<file path="src/rtl/fop_pkg.sv">
package fop_pkg;
  // Target of a word-mode access; order fixes the sequence empty -> full.
  typedef enum logic {SEL_EMPTY = 1'b0, SEL_FULL = 1'b1} ofs_sel_e;

  localparam int unsigned PRESET_COUNT   = 8;
  localparam int unsigned PRESET_MIN_EXP = 3;

  function automatic ofs_sel_e next_sel(input ofs_sel_e s);
    return (s == SEL_EMPTY) ? SEL_FULL : SEL_EMPTY;
  endfunction
endpackage

</file>
<file path="src/rtl/fop_cfg_latch.sv">
module fop_cfg_latch (
  input  logic clk,
  input  logic rst_n,
  input  logic ofs_access_n,
  input  logic mode_si,
  output logic parallel_mode,
  output logic first_word_mode
);
  always_ff @(posedge clk) begin
    if (!rst_n) begin
      parallel_mode   <= ~ofs_access_n;
      first_word_mode <= mode_si;
    end
  end

  // configuration is frozen once reset is released
  assert_mode_hold_R2: assert property (@(posedge clk) disable iff (!rst_n)
    rst_n |=> $stable(parallel_mode));
  assert_fwft_hold_R3: assert property (@(posedge clk) disable iff (!rst_n)
    rst_n |=> $stable(first_word_mode));
endmodule

</file>
<file path="src/rtl/fop_serial_loader.sv">
module fop_serial_loader #(
  parameter int unsigned OFS_W = 10
) (
  input  logic                       clk,
  input  logic                       rst_n,
  input  logic                       shift_go,
  output logic                       bit_we,
  output fop_pkg::ofs_sel_e          bit_sel,
  output logic [$clog2(OFS_W)-1:0]   bit_idx
);
  import fop_pkg::*;
  localparam int unsigned TOTAL = 2 * OFS_W;
  localparam int unsigned CNT_W = $clog2(TOTAL);
  localparam int unsigned IDX_W = $clog2(OFS_W);

  logic [CNT_W-1:0] cnt;
  logic             at_last;

  assign at_last = (cnt == CNT_W'(TOTAL - 1));
  assign bit_we  = shift_go;
  assign bit_sel = (cnt >= CNT_W'(OFS_W)) ? SEL_FULL : SEL_EMPTY;
  assign bit_idx = (bit_sel == SEL_FULL) ? IDX_W'(cnt - CNT_W'(OFS_W)) : IDX_W'(cnt);

  always_ff @(posedge clk) begin
    if (!rst_n)        cnt <= '0;
    else if (shift_go) cnt <= at_last ? '0 : cnt + 1'b1;
  end

  assert_wrap_R5: assert property (@(posedge clk) disable iff (!rst_n)
    shift_go && at_last |=> cnt == '0);
  assert_cnt_range_R5: assert property (@(posedge clk) disable iff (!rst_n)
    cnt < CNT_W'(TOTAL));
endmodule

</file>
<file path="src/rtl/fop_word_port.sv">
module fop_word_port #(
  parameter int unsigned OFS_W = 10
) (
  input  logic              clk,
  input  logic              rst_n,
  input  logic              wr_go,
  input  logic              rd_go,
  input  logic [OFS_W-1:0]  data_in,
  input  logic [OFS_W-1:0]  empty_ofs,
  input  logic [OFS_W-1:0]  full_ofs,
  output logic              word_we,
  output fop_pkg::ofs_sel_e word_sel,
  output logic [OFS_W-1:0]  word_val,
  output logic [OFS_W-1:0]  rdata
);
  import fop_pkg::*;
  ofs_sel_e wptr, rptr;

  assign word_we  = wr_go;
  assign word_sel = wptr;
  assign word_val = data_in;

  always_ff @(posedge clk) begin
    if (!rst_n) begin
      wptr  <= SEL_EMPTY;
      rptr  <= SEL_EMPTY;
      rdata <= '0;
    end else begin
      if (wr_go) wptr <= next_sel(wptr);
      if (rd_go) begin
        rdata <= (rptr == SEL_FULL) ? full_ofs : empty_ofs;
        rptr  <= next_sel(rptr);
      end
    end
  end

  // readback word only moves on a qualified read
  assert_rdata_hold_R8: assert property (@(posedge clk) disable iff (!rst_n)
    !rd_go |=> $stable(rdata));
endmodule

</file>
<file path="src/rtl/fop_offset_regs.sv">
module fop_offset_regs #(
  parameter int unsigned OFS_W = 10
) (
  input  logic                      clk,
  input  logic                      rst_n,
  input  logic [2:0]                preset_idx,
  input  logic                      bit_we,
  input  fop_pkg::ofs_sel_e         bit_sel,
  input  logic [$clog2(OFS_W)-1:0]  bit_idx,
  input  logic                      bit_val,
  input  logic                      word_we,
  input  fop_pkg::ofs_sel_e         word_sel,
  input  logic [OFS_W-1:0]          word_val,
  output logic [OFS_W-1:0]          empty_ofs,
  output logic [OFS_W-1:0]          full_ofs
);
  import fop_pkg::*;

  function automatic logic [OFS_W-1:0] preset_value(input logic [2:0] k);
    return OFS_W'((1 << (int'(k) + PRESET_MIN_EXP)) - 1);
  endfunction

  always_ff @(posedge clk) begin
    if (!rst_n) begin
      empty_ofs <= preset_value(preset_idx);
      full_ofs  <= preset_value(preset_idx);
    end else if (word_we) begin
      if (word_sel == SEL_EMPTY) empty_ofs <= word_val;
      else                       full_ofs  <= word_val;
    end else if (bit_we) begin
      if (bit_sel == SEL_EMPTY) empty_ofs[bit_idx] <= bit_val;
      else                      full_ofs[bit_idx]  <= bit_val;
    end
  end

  assert_preset_R1: assert property (@(posedge clk)
    !rst_n |=> (empty_ofs == preset_value($past(preset_idx))) && (full_ofs == empty_ofs));
  assert_word_empty_R6: assert property (@(posedge clk) disable iff (!rst_n)
    word_we && word_sel == SEL_EMPTY |=> empty_ofs == $past(word_val) && $stable(full_ofs));
  assert_bit_store_R5: assert property (@(posedge clk) disable iff (!rst_n)
    bit_we && !word_we && bit_sel == SEL_FULL |=> full_ofs[$past(bit_idx)] == $past(bit_val) && $stable(empty_ofs));
endmodule

</file>
<file path="src/rtl/flag_offset_prog.sv">
module flag_offset_prog #(
  parameter int unsigned OFS_W = 10
) (
  input  logic             clk,
  input  logic             rst_n,
  input  logic [1:0]       flag_sel,
  input  logic             ofs_access_n,
  input  logic             mode_si,
  input  logic             wr_en,
  input  logic             rd_en,
  input  logic [OFS_W-1:0] data_in,
  output logic [OFS_W-1:0] empty_ofs,
  output logic [OFS_W-1:0] full_ofs,
  output logic [OFS_W-1:0] ofs_rdata,
  output logic             parallel_mode,
  output logic             first_word_mode,
  output logic             load_active,
  output logic             xfer_en
);
  import fop_pkg::*;
  localparam int unsigned IDX_W = $clog2(OFS_W);

  logic [2:0]        preset_idx;
  logic              shift_go, wr_go, rd_go;
  logic              bit_we, word_we;
  ofs_sel_e          bit_sel, word_sel;
  logic [IDX_W-1:0]  bit_idx;
  logic [OFS_W-1:0]  word_val;

  assign preset_idx  = {flag_sel, ofs_access_n};
  assign load_active = rst_n & ~ofs_access_n;
  assign xfer_en     = rst_n &  ofs_access_n;
  assign shift_go    = load_active & wr_en & ~parallel_mode;
  assign wr_go       = load_active & wr_en &  parallel_mode;
  assign rd_go       = load_active & rd_en &  parallel_mode;

  fop_cfg_latch u_cfg (
    .clk, .rst_n, .ofs_access_n, .mode_si,
    .parallel_mode, .first_word_mode
  );

  fop_serial_loader #(.OFS_W(OFS_W)) u_ser (
    .clk, .rst_n, .shift_go, .bit_we, .bit_sel, .bit_idx
  );

  fop_word_port #(.OFS_W(OFS_W)) u_word (
    .clk, .rst_n, .wr_go, .rd_go, .data_in, .empty_ofs, .full_ofs,
    .word_we, .word_sel, .word_val, .rdata(ofs_rdata)
  );

  fop_offset_regs #(.OFS_W(OFS_W)) u_regs (
    .clk, .rst_n, .preset_idx, .bit_we, .bit_sel, .bit_idx, .bit_val(mode_si),
    .word_we, .word_sel, .word_val, .empty_ofs, .full_ofs
  );

  // with access closed the thresholds cannot move
  assert_closed_hold_R8: assert property (@(posedge clk) disable iff (!rst_n)
    ofs_access_n |=> $stable(empty_ofs) && $stable(full_ofs));
  // transfers and offset access never open together
  assert_exclusive_R4: assert property (@(posedge clk) disable iff (!rst_n)
    !(xfer_en && (shift_go || wr_go || rd_go)));
endmodule

</file>
<file path="config.mk">
export PLATFORM = sky130hd
export DESIGN_NAME = flag_offset_prog
export DESIGN_NICKNAME = d
export VERILOG_FILES = /design/src/rtl/fop_pkg.sv /design/src/rtl/fop_cfg_latch.sv /design/src/rtl/fop_serial_loader.sv /design/src/rtl/fop_word_port.sv /design/src/rtl/fop_offset_regs.sv /design/src/rtl/flag_offset_prog.sv
export SDC_FILE = /design/constraint.sdc
export NUM_CORES = 1
export LEC_CHECK = 0
export BUFFER_PORTS_ARGS = -buffer_cell sky130_fd_sc_hd__buf_2
export CAP_MARGIN = 20
export CORE_MARGIN = 3
export CORE_UTILIZATION = 53
export CTS_CLUSTER_SIZE = 40
export DETAILED_ROUTE_END_ITERATION = 10
export GPL_TIMING_DRIVEN = 0
export PLACE_DENSITY = 0.79
export SLEW_MARGIN = 20
export SYNTH_ARGS = -nofsm -noshare
export SYNTH_HDL_FRONTEND = slang
export SYNTH_SLANG_ARGS = --single-unit
</file>
<file path="constraint.sdc">
create_clock -name clk -period 3.7 [get_ports clk]
set_input_delay 0 -clock clk [delete_from_list [all_inputs] [get_ports clk]]
set_output_delay 0 -clock clk [all_outputs]
set_load 0.03 [all_outputs]
</file>
Yosys cells after proc, flatten, opt, wreduce, memory -nomap -nowiden
Cells that the tools add are included.
Cells by class
  add/subtract/negate cells: 4
  magnitude comparators: 3
  equality and inequality tests: 6
  shift-type cells: 1
  mux-type cells: 20
  bitwise operators: 9
  reduce and logical (&&, ||, !) cells: 3
Operators with widths (number)
  $mux 10: 11
  $shl 1x32->10 const A: 1
  $bwmux 10: 2
  $sub 10x2->10 const B: 1
  $ne 3x3->1 const B: 3
  $and 1x1->1: 7
  $ne 3x1->1 const B: 2
  $reduce_and 3->1: 2
  $add 5x1->5 const B: 1
  $eq 5x5->1 const B: 1
  $ge 5x4->1 const B: 1
  $lt 4x5->1 const B: 1
  $mux 5: 1
  $add 3x2->4 const B: 1
  $demux 1 s4: 1
  $ge 4x1->1 const B: 1
  $mux 1: 4
  $mux 4: 1
  $sub 4x4->4 const B: 1
  $not 1->1: 2
  $logic_and 1x1->1: 1
Storage, ports and cells
  flip-flop bits (word level): 39
  input bits: 18
  output and inout bits: 34

Depth between registers and ports, before layout
  word-level depth: 12
  gate-level depth with buffers: 9
  depth with buffers taken out: 6

Modules after synthesis
From an unflattened synthesis, not the netlist that was laid out.
Unflattened totals
  cell total of the unflattened synthesis: 225
  area, all modules: 2189.6 um^2
By module, submodules not included
  fop_offset_regs: times used 1, cells an instance 112, area an instance 1151.1 um^2, sequential area each 600.6 um^2
  fop_word_port: times used 1, cells an instance 61, area an instance 576.8 um^2, sequential area each 240.2 um^2
  fop_serial_loader: times used 1, cells an instance 43, area an instance 342.8 um^2, sequential area each 100.1 um^2
  fop_cfg_latch: times used 1, cells an instance 4, area an instance 67.6 um^2, sequential area each 60.1 um^2
  flag_offset_prog: times used 1, cells an instance 5, area an instance 51.3 um^2, sequential area each 0.0 um^2

Worst setup path before layout
No wires, ideal clock.
  path type: register to register
  start point: register u_ser.cnt[0]
  end point: register u_regs.empty_ofs[8] (enable)
  data arrival time: 2331 ps
  required time: 3394 ps
  slack: 1063 ps
  cell stages (with the launch flop): 10
  buffers on the path: 3
  cells stage by stage: dfxtp_1 clkbuf_1 clkinv_1 ha_1 and3b_1 buf_6 or4_4 buf_6 a211o_1 a21oi_1
Between the ends
  cells in the longest elaborated chain, start to end: 4
Ends and longest elaborated chain
  from (decl): line fop_serial_loader.sv:16  | logic [CNT_W-1:0] cnt;
  from (signal assigned): line fop_serial_loader.sv:26  | else if (shift_go) cnt <= at_last ? '0 : cnt + 1'b1;
  $ge 5x4->1: line fop_serial_loader.sv:21  | assign bit_sel = (cnt >= CNT_W'(OFS_W)) ? SEL_FULL : SEL_EMPTY;
  $mux 1: line fop_serial_loader.sv:21
  $ne 3x3->1 (no source line)
  $reduce_and 3->1 (no source line)
  to (signal assigned): line fop_offset_regs.sv:25  | empty_ofs <= preset_value(preset_idx);
  to (signal assigned): line fop_offset_regs.sv:28  | if (word_sel == SEL_EMPTY) empty_ofs <= word_val;
  to (signal, indexed assignment): line fop_offset_regs.sv:31  | if (bit_sel == SEL_EMPTY) empty_ofs[bit_idx] <= bit_val;
  to (decl): line fop_offset_regs.sv:14  | output logic [OFS_W-1:0] empty_ofs,
No other way between the ends.
A chain may end at the register's enable or synchronous reset.

Worst setup path in the final report
  start point: register u_ser.cnt[0]
  end point: register u_regs.empty_ofs[8], data pin
Between the ends
  cells in the longest elaborated chain, start to end: 12
  elaborated cells on any way between the ends: 14
  those cells by class: add/sub: 1; order compare: 3; mux: 9; reduce/logical: 1
Ends and longest elaborated chain
  $ge 5x4->1: line fop_serial_loader.sv:21
  $mux 1: line fop_serial_loader.sv:21
  $mux 4 (*): line fop_serial_loader.sv:22  | assign bit_idx = (bit_sel == SEL_FULL) ? IDX_W'(cnt - CNT_W'(OFS_W)) : IDX_W'(cnt);
  $lt 4x5->1 (not written as such) or $ge 4x1->1 (tied branches): line fop_offset_regs.sv:31
  $logic_and 1x1->1 (not written as such): line fop_offset_regs.sv:31
  $mux 1 (not written as such): line fop_offset_regs.sv:31
  $demux 1 s4 (*)
  $bwmux 10 (*): line fop_offset_regs.sv:31
  $mux 10 (*): line fop_offset_regs.sv:31
  $mux 10 (*): line fop_offset_regs.sv:30  | end else if (bit_we) begin
  $mux 10 (*): line fop_offset_regs.sv:27  | end else if (word_we) begin
  $mux 10 (*): line fop_offset_regs.sv:24  | if (!rst_n) begin
Mark *: on every way between the ends. The rest lies on a longest branch, timed or not. The select of a mux whose other input is x is not followed.

==> reports/metrics.csv <==
stage,metric,value,unit
power_and_ir_drop,Pwr Density,392,nW/µm²
hold_path,hold path start,data_in[5],
yosys,"EDFF count, synth",22,
timing,Fin Hold WS,0.0295,ns
placement,Place WS,0.724,ns
setup_path,worst-path cell chain,"clkbuf_1, clkinv_1, ha_1, and3b_1, buf_6, nor4_1, nor2_1, o31ai_1",
yosys,Synth Area in Adders,2.84,%
setup_path,crit-path leading delay family,simple AND/OR/NAND/NOR gates,
timing,Slew headroom,31.8,%
yosys,XOR/XNOR Fraction of Synth Area,0.795,%
finish,final core utilization,69.1,%
cts,clk buf depth,2,
yosys,Simple-Gate Fraction of Synth Area,16.1,%
power_and_ir_drop,Leak Pwr,1.02,nW
setup_path,Worst Path Buf+Inv,3,
timing,Final Cycle Share,84.9,%
yosys,Ys Warns,0,
routing,DR iter-0 viols,124,
die,Initial Utilization,57.6,%
cts,"Clk pin slew, worst setup/hold paths",0.08,ns
hold_path,Hold Path Class,input pin to register,
setup_path,Crit path depth,8,
timing,final hold violations,0,
timing,Slew @ Worst Pin,1.01,ns
routing,WL final,5280,µm
setup_path,critical setup path kind,register to register,
finish,layout cell share with drive strength beyond 1,23.3,%
die,Core Box Area,3830,µm²
setup_path,Worst Setup SP,u_ser.cnt[0],
setup_path,Worst EP arrival,3.19,ns
cts,H-tree lvl count,2,
global_route,vias in the first global route,1689,
timing,Post-Route Setup TNS,0,ns
power_and_ir_drop,part of the power in the clock network,35.7,%
finish,"most common cell after layout, fill and taps aside",buf_2,
timing,post-route minimum period,3.14,ns
placement,Final HPWL DP,3890,µm
timing,Finish-stage setup viols,0,
placement,Placed Cells incl. Taps,326,
routing,DRC viols,0,
power_and_ir_drop,VDD IR max,0.180,mV
die,Die Ht,70.5,µm
timing,worst clock skew,0.00660,ns
global_route,gr usage total,21.0,%
timing,maximum clock frequency,318,MHz
power_and_ir_drop,P_sw,0.278,mW
placement,GP Congestion,0.843,
die,# IOs,52,
cts,Worst-Skew Late Latency,0.30,ns
placement,PortBufs,50,
yosys,largest family of logic cells by synthesized area,compound AO/OA/AOI/OAI gates,
yosys,top_reg_cell synth,edfxtp_1,
finish,area grow syn2layout,20.1,%
cts,Post-CTS Resized,0,
routing,Avg WL per Cell,15.7,µm
routing,Vias,1990,
yosys,post-synthesis sequential area ratio,45.5,%
placement,area of placed instances,2520,µm²
finish,Finished Layout Cells,335,
power_and_ir_drop,switching portion of total power,26.9,%
finish,"commonest non-fill, non-tap cells in the layout","buf_2, nor2_1, a21oi_1, edfxtp_1, dfxtp_1",
die,row count,22,
timing,Final WS setup,0.559,ns
timing,unrepaired setup endpoints after global routing,no,
power_and_ir_drop,Comb power frac,16.3,%
power_and_ir_drop,Int Power,0.757,mW
die,Die Wd,70.5,µm
routing,routed vias/inst,5.94,
cts,TritonCTS Buffers,5,
global_route,largest net degree at the start of global routing,13,
cts,Sink Count,39,
setup_path,Worst Setup EP,u_regs.empty_ofs[8],
yosys,"FF+latch count, synth",39,
yosys,Cells after Synth,227,
finish,Final Cell Area,2640,µm²
setup_path,WP data required,3.75,ns
yosys,syn avg cell area,9.70,µm²
finish,Final #Nets,309,
cts,CTS root buffer,clkbuf_8,
power_and_ir_drop,sequential power share,48.0,%
power_and_ir_drop,Tot Pwr,1.04,mW
yosys,post-synthesis compound-gate area fraction,24.5,%
setup_path,"Max FO, Critical Path",8,
yosys,Mapped Area,2200,µm²
setup_path,Worst setup EP type,register,
setup_path,critical path's largest stage delay,0.63,ns
global_route,first-pass GRT wire length,8180,µm
timing,Slew Limit Fails,0,
setup_path,reg2reg setup slack,0.56,ns
yosys,post-synthesis cell type count,50,
cts,CTS tree,built,
finish,diodes inserted,0,
yosys,multiplexer share of the synthesized area,5.51,%
global_route,initial antenna violation count,0,
setup_path,CP Launch Type,register,
routing,DRT antenna net count,0,
outcome,status,"finished, final reports clean",
global_route,total grt overflow,0,
setup_path,worst r2r src,u_ser.cnt[0],
run,number of max-cap violations,0,
setup_path,worst reg2reg endpoint,u_regs.empty_ofs[8],
die,DIE AREA,4960,µm²
setup_path,reg2reg path depth,8,
routing,drt first pass iters,5,
yosys,Async SR Flop Fraction,0,%
setup_path,CP max stage cell,nor4_1,
-- cell usage after synthesis (all sizes together), types with 4 or more instances --
master,number,share of area (%)
a211o,4,1.6
a211oi,10,3.4
a21oi,25,5.7
a31oi,4,1.1
buf,4,1.4
clkbuf,12,2.0
dfxtp,17,15
edfxtp,22,30
ha,5,2.8
inv,6,1.0
mux2i,11,5.0
nand2,6,1.0
nand2b,5,1.4
nand3,4,0.91
nor2,28,4.8
nor2b,5,1.4
o21ai,8,1.8
o31ai,8,3.0
-- flip-flops by register name, summed over array words and instances (netlist names) --
register               cells
u_regs.empty_ofs          10
u_regs.full_ofs           10
u_word.rdata              10
u_ser.cnt                  5
u_cfg.first_word_mode      1
u_cfg.parallel_mode        1
u_word.rptr                1
u_word.word_sel            1
-- worst min path at each step --
| stage | end | slack [ns] | depth (start not counted) |
|---|---|---|---|
| global placement | u_cfg.first_word_mode | 0.26 | 1 |
| detailed placement | u_cfg.first_word_mode | 0.26 | 1 |
| CTS | u_regs.full_ofs[5] | 0.03 | 3 |
| floorplan | u_cfg.first_word_mode | 0.1 | 0 |
| global route | u_regs.empty_ofs[7] | 0.04 | 3 |
| finish | u_regs.empty_ofs[5] | 0.03 | 3 |
-- worst reg2reg max path, cell delays in order (launching register included) --
cell and delay [ns]:
dfxtp_1 0.34, clkbuf_1 0.33, clkinv_1 0.33, ha_1 0.31, and3b_1 0.19, buf_6 0.12, nor4_1 0.63, nor2_1 0.19
o31ai_1 0.46
-- kinds of logic after synthesis --
family	Yosys count
xor gates and xnor gates	2
DFF	39
other	1
buffers and inverters	23
muxes	12
and+or+nand+nor	66
AOI/OAI and AO/OA	79
adders and majority gates	5
-- area by class of cell --
cell class,instances,area (µm²)
Clock inverter,2,35.0
Buffer,16,75.1
Tap cell,48,60.1
Inverter,7,26.3
Sequential cell,39,1000
Clock buffer,6,82.6
Timing Repair Buffer,51,260
Fill cell,318,1180
Multi-Input combinational cell,166,1100
-- power groups by stage --
stage | clock (mW) | combinational (mW) | sequential (mW)
CTS | 0.373 | 0.168 | 0.497
floorplan | 0 | 0.0723 | 0.548
detailed placement | 0 | 0.166 | 0.507
finish | 0.370 | 0.168 | 0.497
global placement | 0 | 0.163 | 0.506
global route | 0.390 | 0.182 | 0.500
-- layer usage --
layer	global-route usage, %	share of wire [%]
met3	4.32	7.9
met1	30.0	44
met4	6.38	1.3
met2	31.9	47
met5	0	0
-- what timing repair did --
action	in CTS	in global routing
hold buffers	1	0
endpoints found under the hold margin	1	0
buffers inserted	0	0
Power figures use the tool's default switching activity.
